File: src/rtl/baud_div_pkg.sv
package baud_div_pkg;

  typedef enum logic {
    RATE_FAST = 1'b0,
    RATE_SLOW = 1'b1
  } rate_e;

  // Cascade of the non-binary slow branch (product 350)
  localparam int unsigned SLOW_STAGES = 3;
  localparam int unsigned SLOW_MODS [SLOW_STAGES] = '{10, 5, 7};

endpackage

File: src/rtl/baud_mod_counter.sv
module baud_mod_counter #(
  parameter int unsigned MOD = 10
) (
  input  logic clk,
  input  logic rst,
  input  logic en_i,
  output logic wrap_o
);
  localparam int unsigned CW = (MOD > 1) ? $clog2(MOD) : 1;
  localparam logic [CW-1:0] LAST = CW'(MOD - 1);

  logic [CW-1:0] cnt_q;

  always_ff @(posedge clk) begin
    if (rst)
      cnt_q <= '0;
    else if (en_i)
      cnt_q <= (cnt_q == LAST) ? '0 : cnt_q + 1'b1;
  end

  assign wrap_o = en_i && (cnt_q == LAST);

  // Counter stays inside its MOD states (covers the divide-by-5 and divide-by-7 stages)
  assert_cnt_in_range_R4: assert property (@(posedge clk) disable iff (rst)
    cnt_q <= LAST);

  // A wrap always returns the counter to its first state
  assert_wrap_restarts_R5: assert property (@(posedge clk) disable iff (rst)
    wrap_o |=> (cnt_q == '0));

  // Without an enable the count holds
  assert_idle_holds_R8: assert property (@(posedge clk) disable iff (rst)
    !en_i |=> $stable(cnt_q));

endmodule

File: src/rtl/baud_slow_chain.sv
module baud_slow_chain
  import baud_div_pkg::*;
(
  input  logic clk,
  input  logic rst,
  input  logic tap_en,
  output logic slow_en
);
  logic [SLOW_STAGES:0] link;

  assign link[0] = tap_en;

  for (genvar s = 0; s < SLOW_STAGES; s++) begin : g_stage
    baud_mod_counter #(.MOD(SLOW_MODS[s])) u_stage (
      .clk    (clk),
      .rst    (rst),
      .en_i   (link[s]),
      .wrap_o (link[s+1])
    );
  end

  assign slow_en = link[SLOW_STAGES];

  // A slow strobe can only appear together with a tap strobe
  assert_slow_needs_tap_R3: assert property (@(posedge clk) disable iff (rst)
    slow_en |-> tap_en);

endmodule

File: src/rtl/baud_final_stage.sv
module baud_final_stage
  import baud_div_pkg::*;
#(
  parameter int unsigned BIT_DIV = 16
) (
  input  logic clk,
  input  logic rst,
  input  logic rate_sel,
  input  logic fast_en,
  input  logic slow_en,
  output logic sample_en,
  output logic bit_en
);
  rate_e sel_q;

  always_ff @(posedge clk) begin
    if (rst || bit_en)
      sel_q <= rate_e'(rate_sel);
  end

  assign sample_en = (sel_q == RATE_SLOW) ? slow_en : fast_en;

  baud_mod_counter #(.MOD(BIT_DIV)) u_bitdiv (
    .clk    (clk),
    .rst    (rst),
    .en_i   (sample_en),
    .wrap_o (bit_en)
  );

  // Selection moves only at a final-stage wrap
  assert_sel_only_at_wrap_R7: assert property (@(posedge clk) disable iff (rst)
    !bit_en |=> $stable(sel_q));

  // Bit strobe only rides on a sampling strobe
  assert_bit_on_sample_R10: assert property (@(posedge clk) disable iff (rst)
    bit_en |-> sample_en);

  // Bit strobe is a single-cycle pulse
  assert_bit_single_R10: assert property (@(posedge clk) disable iff (rst)
    bit_en |=> !bit_en);

endmodule

File: src/rtl/baud_rate_divider.sv
module baud_rate_divider
  import baud_div_pkg::*;
#(
  parameter int unsigned PRE_DIV  = 2,
  parameter int unsigned FAST_DIV = 8,
  parameter int unsigned BIT_DIV  = 16
) (
  input  logic clk,
  input  logic rst,
  input  logic rate_sel,
  output logic sample_en,
  output logic bit_en
);
  logic tap_en;
  logic fast_en;
  logic slow_en;

  baud_mod_counter #(.MOD(PRE_DIV)) u_prescale (
    .clk    (clk),
    .rst    (rst),
    .en_i   (1'b1),
    .wrap_o (tap_en)
  );

  baud_mod_counter #(.MOD(FAST_DIV)) u_fastdiv (
    .clk    (clk),
    .rst    (rst),
    .en_i   (tap_en),
    .wrap_o (fast_en)
  );

  baud_slow_chain u_slow (
    .clk     (clk),
    .rst     (rst),
    .tap_en  (tap_en),
    .slow_en (slow_en)
  );

  baud_final_stage #(.BIT_DIV(BIT_DIV)) u_final (
    .clk       (clk),
    .rst       (rst),
    .rate_sel  (rate_sel),
    .fast_en   (fast_en),
    .slow_en   (slow_en),
    .sample_en (sample_en),
    .bit_en    (bit_en)
  );

  // Outputs stay quiet while reset is held
  assert_reset_quiet_R1: assert property (@(posedge clk)
    ($past(rst) && rst) |-> (!sample_en && !bit_en));

  // Sampling strobe is a single-cycle pulse
  assert_sample_single_R2: assert property (@(posedge clk) disable iff (rst)
    sample_en |=> !sample_en);

endmodule

File: config.mk
export PLATFORM = sky130hd
export DESIGN_NAME = baud_rate_divider
export DESIGN_NICKNAME = d
export VERILOG_FILES = /design/src/rtl/baud_div_pkg.sv /design/src/rtl/baud_mod_counter.sv /design/src/rtl/baud_slow_chain.sv /design/src/rtl/baud_final_stage.sv /design/src/rtl/baud_rate_divider.sv
export SDC_FILE = /design/constraint.sdc
export NUM_CORES = 1
export LEC_CHECK = 0
export BUFFER_PORTS_ARGS = -buffer_cell sky130_fd_sc_hd__buf_2
export CAP_MARGIN = 30
export CORE_MARGIN = 5
export CORE_UTILIZATION = 35
export CTS_CLUSTER_SIZE = 12
export DETAILED_ROUTE_END_ITERATION = 8
export SLEW_MARGIN = 10
export SYNTH_ARGS = -nofsm -noshare
export SYNTH_HDL_FRONTEND = slang
export SYNTH_SLANG_ARGS = --single-unit
export TNS_END_PERCENT = 20
File: constraint.sdc
create_clock -name clk -period 2.5 [get_ports clk]
set_input_delay 0 -clock clk [delete_from_list [all_inputs] [get_ports clk]]
set_output_delay 0 -clock clk [all_outputs]
set_load 0.01 [all_outputs]
Word level (Yosys, flattened, before mapping):

Cells that the tools add are included.
Widths: inputs -> output; s select.

* bits in registers: 19
* latch bits: 0
* memory bits (writable): 0
* bits in read-only memories: 0
* input bits: 3
* output and inout bits: 2
* logic and storage cells: 31
* memories kept: 0

* add/subtract/negate cells: 6
* multiply operators: 0
* div/mod/pow operators: 0
* $lt $le $gt $ge: 0
* eq/ne operators: 5
* shifts and indexed selects: 0
* multiplexer cells: 6
* bitwise logic cells: 0
* reduce and logical (&&, ||, !) cells: 7

Operator list (number)
* $add 3x1->3 const B: 3
* $eq 3x3->1 const B: 3
* $mux 3: 3
* $add 4x1->4 const B: 2
* $eq 4x4->1 const B: 2
* $mux 4: 2
* $logic_and 1x1->1: 5
* $reduce_or 2->1: 1
* $add 1x1->1 const B: 1
* $logic_or 1x1->1: 1
* $mux 1: 1

Longest topological paths before layout:

* word-level depth: 7
* depth in mapped cells: 7
* gate-level depth less buffers: 7

Hierarchy:

From an unflattened synthesis, not the netlist that was laid out.

* cell total of the unflattened synthesis: 94
* area, all modules: 912.1 um^2

Modules (own cells, without submodules)
* baud_mod_counter (u_slow.g_stage[0].u_stage): times used 1, cells an instance 19, area an instance 188.9 um^2, sequential area each 80.1 um^2
* baud_mod_counter (u_final.u_bitdiv): times used 1, cells an instance 20, area an instance 183.9 um^2, sequential area each 80.1 um^2
* baud_mod_counter (u_slow.g_stage[1].u_stage): times used 1, cells an instance 17, area an instance 158.9 um^2, sequential area each 60.1 um^2
* baud_mod_counter (u_fastdiv): times used 1, cells an instance 14, area an instance 147.6 um^2, sequential area each 60.1 um^2
* baud_mod_counter (u_slow.g_stage[2].u_stage): times used 1, cells an instance 16, area an instance 137.6 um^2, sequential area each 60.1 um^2
* baud_final_stage: times used 1, cells an instance 3, area an instance 51.3 um^2, sequential area each 30.0 um^2
* baud_mod_counter (u_prescale): times used 1, cells an instance 4, area an instance 40.0 um^2, sequential area each 20.0 um^2
* baud_rate_divider: times used 1, cells an instance 1, area an instance 3.8 um^2, sequential area each 0.0 um^2

Worst setup path before layout:

Ideal clock, no wire load.

* path type: reg2reg
* from: reg u_slow.g_stage[0].u_stage.cnt_q[1]
* to: reg u_final.u_bitdiv.cnt_q[1]
* library setup time: 0.128 ns
* arrival: 1.502 ns
* data required time: 2.372 ns
* setup slack: 0.871 ns
* stages on the path, launching flop included: 6
* path buffers: 0
* period minus slack after synthesis: 1.629 ns
* cell sequence: dfxtp_1 > or3b_4 > o31a_1 > inv_1 > mux2i_1 > nor2_1

* longest elaborated chain between the ends: 5

Ends and longest elaborated chain
* start: declaration: line baud_mod_counter.sv:12 `logic [CW-1:0] cnt_q;`
* start signal: assignment: line baud_mod_counter.sv:18 `cnt_q <= (cnt_q == LAST) ? '0 : cnt_q + 1'b1;`
* $eq 4x4->1: line baud_mod_counter.sv:21 `assign wrap_o = en_i && (cnt_q == LAST);`
* $logic_and 1x1->1 (3 in a row): line baud_mod_counter.sv:21
* $mux 1: line baud_final_stage.sv:21 `assign sample_en = (sel_q == RATE_SLOW) ? slow_en : fast_en;`
* net sample_en: line baud_rate_divider.sv:11 `output logic sample_en,`
* end signal: assignment: line baud_mod_counter.sv:18
* end: declaration: line baud_mod_counter.sv:12

The timed path passes the listed nets, and every way through them passes these cells.
A chain may end at the register's enable or synchronous reset.

Worst setup path in the final report:

* from: reg u_slow.g_stage[0].u_stage.cnt_q[1]
* to: out sample_en

* longest elaborated chain between the ends: 5

Ends and longest elaborated chain (line)
* $eq 4x4->1: baud_mod_counter.sv:21
* $logic_and 1x1->1 (3 in a row): baud_mod_counter.sv:21
* $mux 1: baud_final_stage.sv:21
* end: declaration: baud_rate_divider.sv:11

No other way between the ends.

==> impl_metrics.csv <==
group,metric,value,unit
synthesis,ys_seq_area_frac,0.4413,
synthesis,avgSynthCellArea,8.935,sq um
synthesis,ys.warnings.count,0,
cts,cts_root_buf,"clkbuf_4",
synthesis,syn_inst,99,
power_and_ir_drop,power_density,515.4,nW/um^2
cells_and_area,diodes,0,
worst_setup_path,worst-setup-path-type,"flip-flop to output pin",
worst_setup_path,reg2reg_from,"u_slow.g_stage[0].u_stage.cnt_q[1]",
cts,ctsHtreeMaxLevel,1,
timing,hold_ws,0.05961,ns
global_route,overflow,0,
worst_setup_path,reg2reg_depth,4,
route,drc_errors,0,
synthesis,synth_area_leaders,"dfxtp_1 41%, ha_1 7.1%, nor2_1 5.9%",
synthesis,synth_fp_nets,107,
worst_hold_path,min_to,"u_prescale.cnt_q",
placed_design,hpwl,1.035,mm
worst_setup_path,reg2reg_to,"u_final.u_bitdiv.cnt_q[3]",
synthesis,async_flop_share,0,
synthesis,synthFlopType,"dfxtp_1",
synthesis,synth_top_cell_area_share,0.4074,
timing,skew,0.003261,ns
timing,finalCritPeriodShare,0.7188,
floorplanning,die_h,60.28,um
placed_design,gp_congestion,0.6991,
power_and_ir_drop,p_leak,0.3790,nW
timing,fin_setup_tns,0,ns
cells_and_area,area_delta_synth_final,9.194,%
timing,hold_viol_final,0,
global_route,grt_max_degree,18,
cts,clock_latency,0.30,ns
timing,tightest_slew,0.3725,ns
route,detail_route.wl_per_cell,11.19,um
cells_and_area,post-route-util,0.3935,
synthesis,synth-edff-count,1,
timing,slew_violations,0,
floorplanning,rows,18,
route,viasPerCell,5.163,
worst_hold_path,worstHoldPathCells,2,
timing,min_period,1.797,ns
cts,cts_tree,"yes",
cells_and_area,final_nets,114,
cts,numCtsBuffers,3,
route,drt_iter0_markers,20,
cts,post_cts_resized,0,
cts,clkSinkCount,19,
power_and_ir_drop,max-vdd-ir-drop,0.3549,mV
synthesis,synth.distinct_cells,32,
run,max_cap_violations,0,
worst_setup_path,end_kind,"output pin",
worst_setup_path,path_max_fanout,7,
floorplanning,fp.dieW,60.28,um
floorplanning,die_area,3633,sq um
timing,slew_headroom,0.7513,
route,wl,1.511,mm
status,status,"finished, final reports clean",
worst_setup_path,reg2reg_slack,0.76,ns
global_route,grt_usage,0.09956,
synthesis,ys_ff_latch,19,
timing,grt_setup_unrepaired,"no",
worst_setup_path,required,2.50,ns
global_route,grt_pass1_wl,2.746,mm
worst_hold_path,hold_class,"primary input to flip-flop",
worst_setup_path,worstSetupStartpointType,"flip-flop",
cells_and_area,drive_gt1_frac,0.1048,
worst_setup_path,cp.arrival,1.80,ns
cells_and_area,multi_input_area,462.9,sq um
cells_and_area,regArea,390.4,sq um
global_route,grt_pass1_vias,663,
timing,max_freq,0.5565,GHz
worst_hold_path,hp-start,"rst",
floorplanning,start_util,0.3603,
route,ant_nets,0,
synthesis,syn-cell-area,884.6,sq um
route,firstDrtPassIters,4,
floorplanning,core_area,2455,sq um
floorplanning,pin_count,5,
synthesis,synth_largest_area_cell,"dfxtp_1",
global_route,antenna_found_initial,0,
route,vias,697,
cells_and_area,fillCellCount,253,
cts,clk_pin_slew,0.10,ns
timing,finalSetupViolCount,0,
placed_design,portBuffers,4,
cts,clockBufferDepth,2,
per-stage QoR:
stage	power, mW	instances	area [sq um]	setup WS [ns]
6_report	0.4978	135	965.9	0.7030
3_3_place_gp	0.3496	130	929.6	0.8214
5_1_grt	0.5225	135	965.9	0.5755
3_5_place_dp	0.3499	130	929.6	0.8078
4_1_cts	0.5044	135	965.9	0.6896
2_1_floorplan	0.3449	99	884.6	0.8709
placed cells by master (no fill, tap or decap), types with 2 or more instances in the layout:
cell,synthesis,layout
a21o_1,2,2
a21oi_1,9,9
a31o_2,2,2
and3_1,2,2
buf_2,1,4
clkbuf_4,0,3
dfxtp_1,18,18
ha_1,5,5
inv_1,5,5
mux2i_1,4,4
nand2_1,5,5
nand3_1,6,6
nor2_1,14,14
nor2b_1,2,2
o21ai_0,5,5
worst max-delay path: stages (launching register included):
cell and delay [ns]:
dfxtp_1 0.37, or3b_4 0.44, o31a_1 0.39, inv_1 0.15, buf_2 0.15
report_power, final:
| group | internal [mW] | total (mW) | switching, mW |
|---|---|---|---|
| sequential | 0.313 | 0.322 | 0.00921 |
| clock | 0.0622 | 0.153 | 0.0910 |
| combinational | 0.0106 | 0.0226 | 0.0120 |
flip-flops by register name (all words and copies together), names as in the netlist:
| register | flops |
|---|---|
| u_final.sel_q | 1 |
| u_fastdiv.cnt_q | 3 |
| u_prescale.cnt_q | 1 |
| u_slow.g_stage.u_stage.cnt_q | 10 |
| u_final.u_bitdiv.cnt_q | 4 |
cell usage after synthesis, drive strengths merged (2+ instances only):
| master | instances |
|---|---|
| a21o | 2 |
| nor2 | 14 |
| clkbuf | 2 |
| dfxtp | 18 |
| nand2 | 5 |
| mux2i | 4 |
| nand3 | 6 |
| inv | 5 |
| ha | 5 |
| nor2b | 2 |
| a31o | 2 |
| a21oi | 9 |
| or3b | 2 |
| and3 | 2 |
| o21ai | 5 |
layer usage:
metal  wire, um  global-route usage
met2        690              0.1590
met3         64             0.03888
met4         23             0.03797
met1        732              0.1195
met5          0                   0
worst max path at each step:
stage                                             startpoint                         to  slack (ns)  cells past startpoint
after floorplan           u_slow.g_stage[0].u_stage.cnt_q[1]  u_final.u_bitdiv.cnt_q[1]        0.87                      5
after global placement    u_slow.g_stage[0].u_stage.cnt_q[1]  u_final.u_bitdiv.cnt_q[3]        0.82                      4
after detailed placement  u_slow.g_stage[0].u_stage.cnt_q[1]  u_final.u_bitdiv.cnt_q[3]        0.81                      4
after CTS                 u_slow.g_stage[0].u_stage.cnt_q[1]                  sample_en        0.69                      4
after global routing      u_slow.g_stage[1].u_stage.cnt_q[0]                  sample_en        0.58                      6
final                     u_slow.g_stage[0].u_stage.cnt_q[1]                  sample_en        0.70                      4
timing repair:
item                                   4_1_cts  5_1_grt
hold buffers                                 1        0
buffers inserted                             0        0
endpoints found under the hold margin        1        0
cells by family (layout without fill, tap and decap cells):
family | count (synthesis) | count (layout) | share of synthesized area
compound gates | 23 | 23 | 0.1627
xor+xnor | 2 | 2 | 0.01981
fa+ha+maj | 5 | 5 | 0.07072
buf+inv | 8 | 14 | 0.03536
flops | 19 | 19 | 0.4413
mux | 4 | 4 | 0.04526
simple gates | 38 | 38 | 0.2249
final cells by class:
type                       instances  area share
timing repair buffer               5     0.03109
inverter                           5     0.01943
clock buffer                       4     0.02720
sequential                        19      0.4041
tap                               30     0.03886
multi-input combinational         72      0.4793
Note: power is estimated with default switching activity, not from simulation.
